[config.mk]
export PLATFORM = sky130hd
export DESIGN_NAME = spi_sck_timer
export DESIGN_NICKNAME = d
export VERILOG_FILES = /design/src/rtl/spi_tim_pkg.sv /design/src/rtl/spi_tim_len.sv /design/src/rtl/spi_tim_cnt.sv /design/src/rtl/spi_tim_out.sv /design/src/rtl/spi_sck_timer.sv
export SDC_FILE = /design/constraint.sdc
export NUM_CORES = 1
export LEC_CHECK = 0
export BUFFER_PORTS_ARGS = -buffer_cell sky130_fd_sc_hd__buf_2
export CAP_MARGIN = 10
export CELL_PAD_IN_SITES_DETAIL_PLACEMENT = 0
export CELL_PAD_IN_SITES_GLOBAL_PLACEMENT = 2
export CORE_MARGIN = 5
export CORE_UTILIZATION = 32
export DETAILED_ROUTE_END_ITERATION = 7
export PLACE_DENSITY = 0.8
export SKIP_LAST_GASP = 1
export SLEW_MARGIN = 5
export SYNTH_ARGS = -nofsm -noshare
export SYNTH_HDL_FRONTEND = slang
export SYNTH_SLANG_ARGS = --single-unit
[constraint.sdc]
create_clock -name clk -period 6.65 [get_ports clk]
set_input_delay 1.33 -clock clk [delete_from_list [all_inputs] [get_ports clk]]
set_output_delay 1.33 -clock clk [all_outputs]
set_load 0.01 [all_outputs]
[src/rtl/spi_tim_pkg.sv]
package spi_tim_pkg;

  typedef enum logic [2:0] {
    ST_IDLE   = 3'd0,
    ST_LEAD   = 3'd1,
    ST_FIRST  = 3'd2,
    ST_SECOND = 3'd3,
    ST_GAP    = 3'd4
  } tim_state_e;

  localparam int CMD_POL_BIT = 31;
  localparam int CMD_PHA_BIT = 30;
  localparam int CMD_PRE_LSB = 27;

endpackage

[src/rtl/spi_tim_len.sv]
module spi_tim_len #(
  parameter int DIVW = 8,
  parameter int PREW = 3,
  parameter int CW   = 16
) (
  input  logic [PREW-1:0] pre_i,
  input  logic [DIVW-1:0] div_i,
  input  logic [DIVW-1:0] lead_i,
  input  logic [DIVW-1:0] gap_i,
  input  logic            pol_i,
  output logic [CW-1:0]   lead_len_o,
  output logic [CW-1:0]   gap_len_o,
  output logic [CW-1:0]   first_len_o,
  output logic [CW-1:0]   second_len_o
);

  logic [CW-1:0] per_w;
  logic [CW-1:0] hi_w;
  logic [CW-1:0] lo_w;

  // Every interval is a count of prescaled ticks, widened to functional cycles.
  always_comb begin
    per_w        = (CW'(div_i) + CW'(2)) << pre_i;
    hi_w         = per_w >> 1;
    lo_w         = per_w - hi_w;
    first_len_o  = pol_i ? hi_w : lo_w;
    second_len_o = pol_i ? lo_w : hi_w;
    lead_len_o   = (CW'(lead_i) + CW'(1)) << pre_i;
    gap_len_o    = (CW'(gap_i) + CW'(1)) << pre_i;
  end

endmodule

[src/rtl/spi_tim_cnt.sv]
module spi_tim_cnt #(
  parameter int W = 16
) (
  input  logic         clk,
  input  logic         rst_n,
  input  logic         ld_i,
  input  logic [W-1:0] ld_val_i,
  input  logic         dec_i,
  output logic         zero_o
);

  logic [W-1:0] cnt_q;
  logic [W-1:0] cnt_n;

  always_comb begin
    cnt_n = cnt_q;
    if (ld_i) begin
      cnt_n = ld_val_i;
    end else if (dec_i && (cnt_q != '0)) begin
      cnt_n = cnt_q - 1'b1;
    end
  end

  always_ff @(posedge clk or negedge rst_n) begin
    if (!rst_n) begin
      cnt_q <= '0;
    end else begin
      cnt_q <= cnt_n;
    end
  end

  assign zero_o = (cnt_q == '0);

endmodule

[src/rtl/spi_tim_out.sv]
module spi_tim_out
  import spi_tim_pkg::*;
(
  input  logic       clk,
  input  logic       rst_n,
  input  tim_state_e st_q_i,
  input  tim_state_e st_n_i,
  input  logic       pol_n_i,
  input  logic       pha_i,
  input  logic       cyc_zero_i,
  output logic       sck_o,
  output logic       sample_o,
  output logic       shift_o,
  output logic       lead_done_o,
  output logic       gap_done_o
);

  logic sck_q;
  logic sck_n;
  logic lead_edge;
  logic trail_edge;

  // SCK is registered from the next state, so it changes together with the state.
  assign sck_n = pol_n_i ^ (st_n_i == ST_SECOND);

  always_ff @(posedge clk or negedge rst_n) begin
    if (!rst_n) begin
      sck_q <= 1'b0;
    end else begin
      sck_q <= sck_n;
    end
  end

  assign lead_edge   = (st_q_i == ST_FIRST)  && cyc_zero_i;
  assign trail_edge  = (st_q_i == ST_SECOND) && cyc_zero_i;
  assign sample_o    = pha_i ? trail_edge : lead_edge;
  assign shift_o     = pha_i ? lead_edge  : trail_edge;
  assign lead_done_o = (st_q_i == ST_LEAD) && cyc_zero_i;
  assign gap_done_o  = (st_q_i == ST_GAP)  && cyc_zero_i;
  assign sck_o       = sck_q;

endmodule

[src/rtl/spi_sck_timer.sv]
module spi_sck_timer
  import spi_tim_pkg::*;
#(
  parameter int DIVW = 8,
  parameter int PREW = 3,
  parameter int LENW = 5
) (
  input  logic                clk,
  input  logic                rst_n,
  input  logic                start_i,
  input  logic [31:0]         cmd_i,
  input  logic [3*DIVW-1:0]   cfg_i,
  output logic                busy_o,
  output logic                sck_o,
  output logic                sample_o,
  output logic                shift_o,
  output logic                lead_done_o,
  output logic                gap_done_o
);

  localparam int CW = DIVW + 1 + (2**PREW - 1);

  tim_state_e st_q, st_n;

  logic            pol_q, pha_q;
  logic [PREW-1:0] pre_q;
  logic [DIVW-1:0] div_q, lead_q, gap_q;

  logic            acc;
  logic            pol_s;
  logic [PREW-1:0] pre_s;
  logic [DIVW-1:0] div_s, lead_s, gap_s;

  logic [CW-1:0]   lead_len, gap_len, first_len, second_len;
  logic            cyc_ld, cyc_zero;
  logic [CW-1:0]   cyc_val;
  logic            bit_ld, bit_dec, bit_zero;
  logic            unused_cmd;

  assign unused_cmd = ^cmd_i[CMD_PRE_LSB-1:LENW];

  assign acc   = (st_q == ST_IDLE) && start_i;
  assign pol_s = acc ? cmd_i[CMD_POL_BIT] : pol_q;
  assign pre_s = acc ? cmd_i[CMD_PRE_LSB +: PREW] : pre_q;
  assign div_s  = acc ? cfg_i[0 +: DIVW]      : div_q;
  assign gap_s  = acc ? cfg_i[DIVW +: DIVW]   : gap_q;
  assign lead_s = acc ? cfg_i[2*DIVW +: DIVW] : lead_q;

  spi_tim_len #(.DIVW(DIVW), .PREW(PREW), .CW(CW)) u_len (
    .pre_i        (pre_s),
    .div_i        (div_s),
    .lead_i       (lead_s),
    .gap_i        (gap_s),
    .pol_i        (pol_s),
    .lead_len_o   (lead_len),
    .gap_len_o    (gap_len),
    .first_len_o  (first_len),
    .second_len_o (second_len)
  );

  spi_tim_cnt #(.W(CW)) u_cyc (
    .clk      (clk),
    .rst_n    (rst_n),
    .ld_i     (cyc_ld),
    .ld_val_i (cyc_val),
    .dec_i    (1'b1),
    .zero_o   (cyc_zero)
  );

  spi_tim_cnt #(.W(LENW)) u_bits (
    .clk      (clk),
    .rst_n    (rst_n),
    .ld_i     (bit_ld),
    .ld_val_i (cmd_i[LENW-1:0]),
    .dec_i    (bit_dec),
    .zero_o   (bit_zero)
  );

  // Next-state logic: each state lasts exactly the loaded length in cycles.
  always_comb begin
    st_n    = st_q;
    cyc_ld  = 1'b0;
    cyc_val = '0;
    bit_ld  = 1'b0;
    bit_dec = 1'b0;
    unique case (st_q)
      ST_IDLE: begin
        if (start_i) begin
          st_n    = ST_LEAD;
          cyc_ld  = 1'b1;
          cyc_val = lead_len - CW'(1);
          bit_ld  = 1'b1;
        end
      end
      ST_LEAD: begin
        if (cyc_zero) begin
          st_n    = ST_FIRST;
          cyc_ld  = 1'b1;
          cyc_val = first_len - CW'(1);
        end
      end
      ST_FIRST: begin
        if (cyc_zero) begin
          st_n    = ST_SECOND;
          cyc_ld  = 1'b1;
          cyc_val = second_len - CW'(1);
        end
      end
      ST_SECOND: begin
        if (cyc_zero) begin
          cyc_ld = 1'b1;
          if (bit_zero) begin
            st_n    = ST_GAP;
            cyc_val = gap_len - CW'(1);
          end else begin
            st_n    = ST_FIRST;
            cyc_val = first_len - CW'(1);
            bit_dec = 1'b1;
          end
        end
      end
      ST_GAP: begin
        if (cyc_zero) begin
          st_n = ST_IDLE;
        end
      end
      default: st_n = ST_IDLE;
    endcase
  end

  always_ff @(posedge clk or negedge rst_n) begin
    if (!rst_n) begin
      st_q <= ST_IDLE;
    end else begin
      st_q <= st_n;
    end
  end

  // Frame settings are captured only when a start is accepted.
  always_ff @(posedge clk or negedge rst_n) begin
    if (!rst_n) begin
      pol_q  <= 1'b0;
      pha_q  <= 1'b0;
      pre_q  <= '0;
      div_q  <= '0;
      lead_q <= '0;
      gap_q  <= '0;
    end else if (acc) begin
      pol_q  <= cmd_i[CMD_POL_BIT];
      pha_q  <= cmd_i[CMD_PHA_BIT];
      pre_q  <= pre_s;
      div_q  <= div_s;
      lead_q <= lead_s;
      gap_q  <= gap_s;
    end
  end

  spi_tim_out u_out (
    .clk         (clk),
    .rst_n       (rst_n),
    .st_q_i      (st_q),
    .st_n_i      (st_n),
    .pol_n_i     (pol_s),
    .pha_i       (pha_q),
    .cyc_zero_i  (cyc_zero),
    .sck_o       (sck_o),
    .sample_o    (sample_o),
    .shift_o     (shift_o),
    .lead_done_o (lead_done_o),
    .gap_done_o  (gap_done_o)
  );

  assign busy_o = (st_q != ST_IDLE);

endmodule

======== Yosys cells after proc, flatten, opt, wreduce, memory -nomap -nowiden ========
Cells that the tools add are included.
cells by class
  add/subtract/negate cells ............... 10
  equality and inequality tests ........... 5
  shift-type cells ........................ 3
  multiplexer cells ....................... 33
  bitwise operators ....................... 1
  reduce and logical (&&, ||, !) cells .... 15
operators by type and width
  cell                                                  number
  two-way mux 16 bit                                    9
  subtractor 16 x 1 -> 16 bit (second input constant)   5
  one-hot mux 16 bit (4 select lines)                   1
  left shift 16 x 3 -> 16 bit                           2
  two-way mux 8 bit                                     3
  two-way mux 3 bit                                     7
  adder 8 x 1 -> 9 bit (second input constant)          2
  logical NOT 16 bit                                    1
  nonzero test 16 bit                                   1
  left shift 9 x 3 -> 16 bit                            1
  subtractor 16 x 15 -> 16 bit                          1
  one-hot mux 3 bit (5 select lines)                    1
  two-way mux 5 bit                                     2
  adder 8 x 2 -> 9 bit (second input constant)          1
  equality test 3 x 2 -> 1 bit (second input constant)  3
  two-way mux 1 bit                                     9
  logical AND 1 bit                                     6
  logical NOT 5 bit                                     1
  nonzero test 5 bit                                    1
  subtractor 5 x 1 -> 5 bit (second input constant)     1
  nonzero test 2 bit                                    2
  equality test 3 x 1 -> 1 bit (second input constant)  1
  equality test 3 bit (second input constant)           1
  logical NOT 3 bit                                     1
  4 further kinds                                       4
storage, ports and cells
  bits in registers ....................... 54
  bits of input ports ..................... 59
  output and inout bits ................... 6

======== Logic depth before layout (Yosys ltp) ========
Gate-level depths: netlist of run 1.
  depth in word-level cells ............... 12
  gate-level depth with buffers ........... 35

======== Cells and area by module ========
From an unflattened synthesis of run 1, not the netlist that was laid out.
unflattened totals
  cell total of the unflattened synthesis .. 1063
  area total of the unflattened synthesis .. 7398.3 sq um
by module, submodules not included
  module                times used  cells an instance  area each (sq um)
  spi_tim_len           1           507                3163.0
  spi_sck_timer         1           392                2781.4
  spi_tim_cnt (u_cyc)   1           124                1054.8
  spi_tim_cnt (u_bits)  1           32                 304.0
  spi_tim_out           1           8                  95.1

======== Worst setup path before layout of run 1 ========
OpenSTA, ideal clock, no wires.
  path type ............................... input to register
  from .................................... input start_i
  to ...................................... register u_cyc.cnt_q[12]
  library setup time ...................... 122 ps
  data arrival time ....................... 7880 ps
  required time ........................... 6528 ps
  slack ................................... -1352 ps
  stages on the path ...................... 31
  path buffers ............................ 10
  path through ............................ or4b_1 buf_2 buf_2 buf_2 buf_2 buf_1 clkbuf_1 clkbuf_1 buf_1 clkbuf_1 nand2_1 nand2_1 ha_1 nand3_1 xor2_1 a22oi_1 a21o_1 o41ai_1 inv_1 ha_1 clkbuf_1 a21o_1 a211o_1 or4_1 a21o_1 o211ai_1 a31oi_1 or4_1 xnor2_1 a21oi_1 a21oi_1
on the way
  longest elaborated chain between the ends .. 11
  elaborated cells between the ends (all ways) .. 29
  classes of those cells .................. add/sub: 8; shift: 3; mux: 16; reduce/logical: 2
RTL lines
  item                                   RTL line                                   RTL
  start, declared                        spi_sck_timer.sv:10                        input logic start_i,
  logical AND 1 bit *                    spi_sck_timer.sv:42                        assign acc = (st_q == ST_IDLE) && start_i;
  two-way mux 8 bit *                    spi_sck_timer.sv:45                        assign div_s = acc ? cfg_i[0 +: DIVW] : div_q;
  via div_s[1]                           spi_sck_timer.sv:32                        logic [DIVW-1:0] div_s, lead_s, gap_s;
  adder 8 x 2 -> 9 bit *                 spi_tim_len.sv:23                          per_w = (CW'(div_i) + CW'(2)) << pre_i;
  left shift 16 x 3 -> 16 bit *          spi_tim_len.sv:23
  subtractor 16 x 15 -> 16 bit           spi_tim_len.sv:25                          lo_w = per_w - hi_w;
  two-way mux 16 bit                     spi_tim_len.sv:26                          first_len_o = pol_i ? hi_w : lo_w;
  subtractor 16 x 1 -> 16 bit            spi_sck_timer.sv:99, spi_sck_timer.sv:117
  two-way mux 16 bit                     spi_sck_timer.sv:112                       if (bit_zero) begin
  two-way mux 16 bit                     spi_sck_timer.sv:110                       if (cyc_zero) begin
  one-hot mux 16 bit (4 select lines) *  spi_sck_timer.sv:86                        unique case (st_q)
  two-way mux 16 bit *                   spi_tim_cnt.sv:17                          if (ld_i) begin
  end signal, assigned                   spi_tim_cnt.sv:28                          cnt_q <= cnt_n;
  end, declared                          spi_tim_cnt.sv:12                          logic [W-1:0] cnt_q;
Mark *: on every way through the listed nets, which the timed path passes. The rest lies on a longest branch.
A chain may end at the register's enable or synchronous reset.

======== Final worst setup path of run 1 ========
Same ends and word-level chain as after synthesis.

==> impl_results.md, run 1 <==
* Wl on met1 at 14.3 mm
* Critical Path AT at 6440 ps
* Crit path capture type: flop
* Relative slew slack at 0.413
* Number of I/O pins at 65
* RSZ-0062 raised after global routing: no
* Reg2reg end: u_cyc.cnt_q[12]
* Maximum fanout along the worst path at 8
* Worst R2R Setup Slack at 890 ps
* Power Density at just under 300 nW/µm²
* Crit path required time at approximately 6900 ps
* WL/cell at about 18 µm
* Vias post-DR at roughly 9,000
* Fmax achieved at around 160 MHz
* DR pass1 iterations at 6
* Fin nets at 1,305
* Port bufs at between 40 and 50
* Die X at about 170 µm
* Minimum clock period at around 6200 ps
* Post-synth EDFFs at 0
* Core Box Area at ~25,000 µm²
* Main synth FF type: dfrtp_1
* Clk pin slew, worst setup/hold paths at about 90 ps
* Clock root cell: clkbuf_16
* Synth-to-Final Area Change at 13.1%
* Top-count cell post-synth: nand2_1
* Critical path type: input pin to flop
* DRC Markers at 0
* # H-tree levels at 2
* Worst skew pair latency at just over 300 ps
* Hold slack at approximately 530 ps
* TritonCTS clock tree: yes
* First-pass GRT wire length at roughly 47 mm
* Async set-reset flop share out of synthesis at 1.00
* Main area contributors after synthesis: dfrtp_1, nand2_1, nor2_1
* Row count at slightly below 60
* Hold Path End: lead_q[6]
* Worst-Margin Slew at 877 ps
* Syn_nets at 1,286
* Antenna-violating nets left at 0
* Vias per cell at roughly 5.7
* MaxCap Viol Count at 0
* Status: completed
* Hold-fix buffers, CTS at 0
* Post-synth top area share at 0.164
* Worst Hold Path Cells at 1
* Largest net degree at the start of global routing at 55
* Avg Inst Size Synth at approximately 6.9 µm²
* Top layer in use: met4
* Post-CTS setup buffers at 0
* Initial core utilization at 0.326
* Sequential element share of the synthesized area at 0.164
* CTS Buffer Depth at 2
* Share of cells above drive strength 1 at 0.132
* Initial antenna violation count at 0
* TritonCTS Buffers at 5
* Synthesized flop and latch total at between 50 and 60
* Met3 WL at ~900 µm
* Worst setup startpoint: start_i
* Fill count at ~2,800
* Final WL at 28.7 mm
* Synth area leader: dfrtp_1
* Met2 wire len at around 13 mm
* GRT Total Usage at 0.197
* Area occupied by multi-input gates at around 6600 µm²
* Die height at ~170 µm
* Library cells used by synthesis at just over 80
* Gate Count Post-Synth at 1,201
* Synth cell count leaders: nand2_1, nor2_1, a21oi_1
* Non-Filler Instances at between 1,500 and 2,000
* Final setup violating endpoints at 0
* Tcrit/Tclk final at 0.938
* Sink Count at 54
* Antenna cells at 0
* FF-to-FF Start: st_q[0]
* GRT Residual Overflow at 0
* Setup crit start kind: input pin
* Hold WC Path Type: flop to flop
* Util after Layout at 0.369
* Leakage at 3.71 nW
* GPL Wtd Cong at around 0.9
* Mapped cell area at around 8300 µm²
* Peak VDD IR at around 0.10 mV
* Final worst setup slack at approximately 410 ps
* Post-DP HPWL at 22.6 mm
* Worst Skew at roughly 8.6 ps
* Worst slack at placement at approximately 100 ps
* FF-to-FF path depth at 23
* Final hold violation count at 0
* HP Start: lead_q[6]
* Seq. cell area at 1350 µm²
* CTS resizes at 0
* Count of final max-slew check failures at 0
* Drt first-iter violations at 648
* Vias in the first global route at about 8,700
* Die Footprint at between 20,000 and 30,000 µm²
* Cell count after placement at ~1,500
* YS warnings at 0
-- area by class of cell --
cell class | instances | share of cell area
Inverter | 52 | 0.0211
Sequential cell | 54 | 0.145
Clock buffer | 5 | 0.0134
Timing Repair Buffer | 90 | 0.0624
Multi-Input combinational cell | 1017 | 0.711
Tap cell | 330 | 0.0442
Clock inverter | 3 | 0.00308
-- cell families (layout without fill, tap and decap cells) --
group | Yosys count | after routing | share of synthesized area
compound gates | 357 | 357 | 0.302
buf+inv | 130 | 150 | 0.0606
xor+xnor | 84 | 84 | 0.0890
mux | 34 | 34 | 0.0450
fa+ha+maj | 26 | 26 | 0.0403
simple gates | 516 | 516 | 0.300
flops | 54 | 54 | 0.164
-- metrics by stage --
step	setup TNS, ps	power, W	area, µm²
floorplan	-423	0.00191	8610
global placement	0	0.00239	9190
detailed placement	0	0.00241	9190
CTS	0	0.00272	9350
global route	0	0.00296	9350
finish	0	0.00272	9350
-- per-layer routing --
| metal | GRT usage | up-vias |
|---|---|---|
| met5 | 0 | - |
| met1 | 0.281 | 4174 |
| met2 | 0.323 | 167 |
| li1 | - | 4450 |
| met4 | 0.0469 | 0 |
| met3 | 0.0185 | 35 |
-- sequential cells by signal, summed over array words and instances, names as in the netlist --
name,count
div_q,8
st_q,3
gap_q,8
u_cyc.cnt_q,16
u_bits.cnt_q,5
pha_q,1
pol_q,1
pre_q,3
lead_q,8
u_out.sck_o,1
-- where the power goes --
| group | leakage (nW) | internal [W] | switching, W |
|---|---|---|---|
| combinational | 2.98 | 0.000773 | 0.00115 |
| sequential | 0.654 | 0.000405 | 0.0000886 |
| clock | 0.0759 | 0.000145 | 0.000157 |
| total | 3.71 | 0.00132 | 0.00139 |
-- worst max-delay path by stage --
stage / to / depth (start not counted)
after floorplan: u_cyc.cnt_q[12] / 31
after global placement: u_cyc.cnt_q[12] / 24
after detailed placement: u_cyc.cnt_q[12] / 24
after CTS: u_cyc.cnt_q[12] / 24
after global routing: u_cyc.cnt_q[15] / 25
final: u_cyc.cnt_q[12] / 24
-- worst max-delay path, stage by stage --
cell and delay [ps]:
buf_2 120, or4b_4 590, nand2_1 150, nand2_2 100, ha_4 190, nand3_2 70, xor2_2 240, a221oi_1 150
a31oi_1 370, mux2i_1 210, a21o_1 250, inv_1 150, ha_4 250, a21oi_1 170, nor2b_1 100, or3_1 350
a21oi_1 180, xnor2_1 160, mux2_2 220, a31oi_1 150, or4_1 510, xnor2_1 160, a21oi_1 160, a21oi_1 80
-- placed cells by master, fill, tap and decap left out, types with 21 or more instances in the layout --
| cell | instances |
|---|---|
| a211oi_1 | 24 |
| nand4_1 | 21 |
| dfrtp_1 | 54 |
| o21ai_0 | 59 |
| inv_1 | 47 |
| nor3_1 | 34 |
| mux2i_1 | 25 |
| buf_4 | 47 |
| nand2_1 | 153 |
| xnor2_1 | 37 |
| nand3_1 | 54 |
| xor2_1 | 44 |
| nor2_1 | 130 |
| buf_2 | 42 |
| a21oi_1 | 88 |
Note: power is estimated with default switching activity, not from simulation.
==> run 2, diff against run 1 <==
--- a/config.mk
+++ b/config.mk
@@ -13,6 +13,7 @@
 export CORE_UTILIZATION = 32
 export DETAILED_ROUTE_END_ITERATION = 7
 export PLACE_DENSITY = 0.8
+export REMOVE_ABC_BUFFERS = 1
 export SKIP_LAST_GASP = 1
 export SLEW_MARGIN = 5
 export SYNTH_ARGS = -nofsm -noshare
==> impl_results.md, run 2 (same netlist as run 1, synthesis figures left out) <==
* Status: completed
* Count of final max-slew check failures at 0 (unchanged)
* Reg with most FFs: u_cyc.cnt_q
* Worst skew pair latency at 310 ps (about the same)
* Vias post-DR at 9,049 (+2.5%)
* GPL Wtd Cong at 0.863 (-4.9%)
* Grt met1 use at 0.292 (+0.0116)
* MaxCap Viol Count at 0 (unchanged)
* Crit path capture type: flop
* Clock root cell: clkbuf_16
* Clk pin slew, worst setup/hold paths at 90 ps (about the same)
* Vias per cell at 5.68 (-0.24%)
* Slowest cell on crit path: or4b_4
* Vias in the first global route at 8,560 (-1.4%)
* DRC Markers at 0 (unchanged)
* Met3 usage at 0.0173 (-0.00116)
* Initial core utilization at 0.326 (unchanged)
* Placed inst area at 9290 µm² (+0.99%)
* Cells along the critical path: buf_2 -> or4b_4 -> nand2_1 -> nand2_1 -> ha_1 -> nand3_1 -> xor2_1 -> a22oi_1 -> a21o_1 -> o41ai_1 -> buf_4 -> inv_1 -> ha_1 -> a21o_1 -> a211o_1 -> or4_1 -> a21o_1 -> o211ai_1 -> a31oi_1 -> or4_1 -> xnor2_1 -> a21oi_1 -> a21oi_1
* Crit path required time at 6850 ps (about the same)
* Die height at 171 µm (unchanged)
* Port bufs at 42 (unchanged)
* Met2 usage at 0.307 (-0.0165)
* GRT Total Usage at 0.196 (-0.00128)
* Synth-to-Final Area Change at 14.6%
* Worst Skew at 7.89 ps (-0.714 ps)
* Hold-fix buffers, CTS at 0 (unchanged)
* Antenna-violating nets left at 0 (unchanged)
* DR pass1 iterations at 5 (-1)
* Max reg flops at 16 (unchanged)
* Largest net degree at the start of global routing at 55 (unchanged)
* RSZ-0062 raised after global routing: no
* Drt first-iter violations at 750 (+16%)
* Die Footprint at 29,100 µm² (unchanged)
* Total power at 0.00278 W (+2.5%)
* Cell count after placement at 1,584 (+2.7%)
* Core Box Area at 25,300 µm² (unchanged)
* Area occupied by multi-input gates at 6440 µm² (-3.1%)
* GRT Residual Overflow at 0 (unchanged)
* Tcrit/Tclk final at 0.937 (-0.00115)
* Minimum clock period at 6230 ps (-7.67 ps)
* CTS Buffer Depth at 2 (unchanged)
* Seq. cell area at 1350 µm² (unchanged)
* Antenna cells at 0 (unchanged)
* Row count at 58 (unchanged)
* WL/cell at 18.2 µm (-1.8%)
* # H-tree levels at 2 (unchanged)
* Most frequent cells in the layout: nand2_1, nor2_1, a21oi_1, buf_4, o21ai_0
* Power Density at 294 nW/µm² (+1.2%)
* Crit-path most repeated cell: a21o_1
* Most common cell after layout, fill and taps aside: nand2_1
* Number of I/O pins at 65 (unchanged)
* Fill count at 2,697 (-2.2%)
* Initial antenna violation count at 0 (unchanged)
* Slowest cell delay on critical path at 540 ps (-50 ps)
* TritonCTS clock tree: yes
* Relative slew slack at 0.441 (+0.0280)
* Leakage at 3.89 nW (+4.9%)
* Maximum fanout along the worst path at 4 (-4)
* Busiest layer in global routing: met2
* Final setup violating endpoints at 0 (unchanged)
* Hold WC Path Type: flop to flop
* Worst-Margin Slew at 835 ps (-41.8 ps)
* Setup crit start kind: input pin
* Final Cell Area at 9470 µm² (+1.3%)
* Die X at 171 µm (unchanged)
* Non-Filler Instances at 1,594 (+2.8%)
* TritonCTS Buffers at 5 (unchanged)
* Fin nets at 1,348 (+3.3%)
* Sink Count at 54 (unchanged)
* Fmax achieved at 161 MHz (+0.12%)
* Share of cells above drive strength 1 at 0.140 (+0.00817)
* Final WL at 28.9 mm (+0.88%)
* Peak VDD IR at 0.121 mV (+16%)
* Final hold violation count at 0 (unchanged)
* Critical path type: input pin to flop
* Post-DP HPWL at 22.7 mm (+0.76%)
* First-pass GRT wire length at 46.6 mm (about the same)
* Critical Path AT at 6430 ps (about the same)
## run 2: changes by cell type in the layout (fill, tap and decap cells not counted), moves of 4 or more
cell	change
nand3_2	-4
ha_1	+5
nand3_1	+4
buf_4	+42
ha_4	-5
## run 2: area by class of cell
class	instances	area share
flip-flops and latches	54	0.143
clock buffers	5	0.0132
clock inverters	3	0.00304
repair buffers	133	0.0961
multi-input cells	1017	0.680
well taps	330	0.0436
inverters	52	0.0209
## run 2: path summary, 6_finish.rpt
check | start | endpoint | slack (ps) | cells after the start
min reg2reg | div_q[2] | div_q[2] | 530 | 2
min in group asynchronous | rst_n | gap_q[5] | 1160 | 2
max | start_i | u_cyc.cnt_q[12] | 420 | 23
max in group asynchronous | rst_n | u_cyc.cnt_q[0] | 4940 | 2
min | div_q[2] | div_q[2] | 530 | 2
max reg2reg | st_q[0] | u_cyc.cnt_q[12] | 910 | 22
## run 2: what timing repair did
| item | 4_1_cts | 5_1_grt |
|---|---|---|
| gates resized for setup | 0 | 3 |
| endpoints found under the setup margin | 0 | 4 |
| buffers inserted | 0 | 2 |
## run 2: power breakdown
part	switching (W)	total (W)	internal, W
Sequential	0.0000862	0.000491	0.000405
Combinational	0.00115	0.00200	0.000848
Clock	0.000150	0.000294	0.000145
## run 2: stage by stage
step           hold WS [ps]  worst slack (ps)  TNS [ps]   util
2_1_floorplan           480             -2880    -38850      -
3_3_place_gp            506              90.0         0  0.367
3_5_place_dp            518            -0.484    -0.484  0.367
4_1_cts                 536               315         0  0.373
5_1_grt                 574              30.2         0  0.374
6_report                529               421         0  0.374
## run 2: worst max-delay path, delay by kind of cell
| family | cells | cell delay [ps] |
|---|---|---|
| buf+inv | 3 | 360 |
| compound gates | 10 | 2030 |
| simple gates | 6 | 1770 |
| fa+ha+maj | 2 | 520 |
| xor+xnor | 2 | 420 |
## run 2: routing by layer
| metal | share of wire | vias up |
|---|---|---|
| li1 | - | 4553 |
| met1 | 0.50 | 4232 |
| met2 | 0.44 | 232 |
| met3 | 0.045 | 32 |
| met4 | 0.019 | 0 |
| met5 | 0 | - |
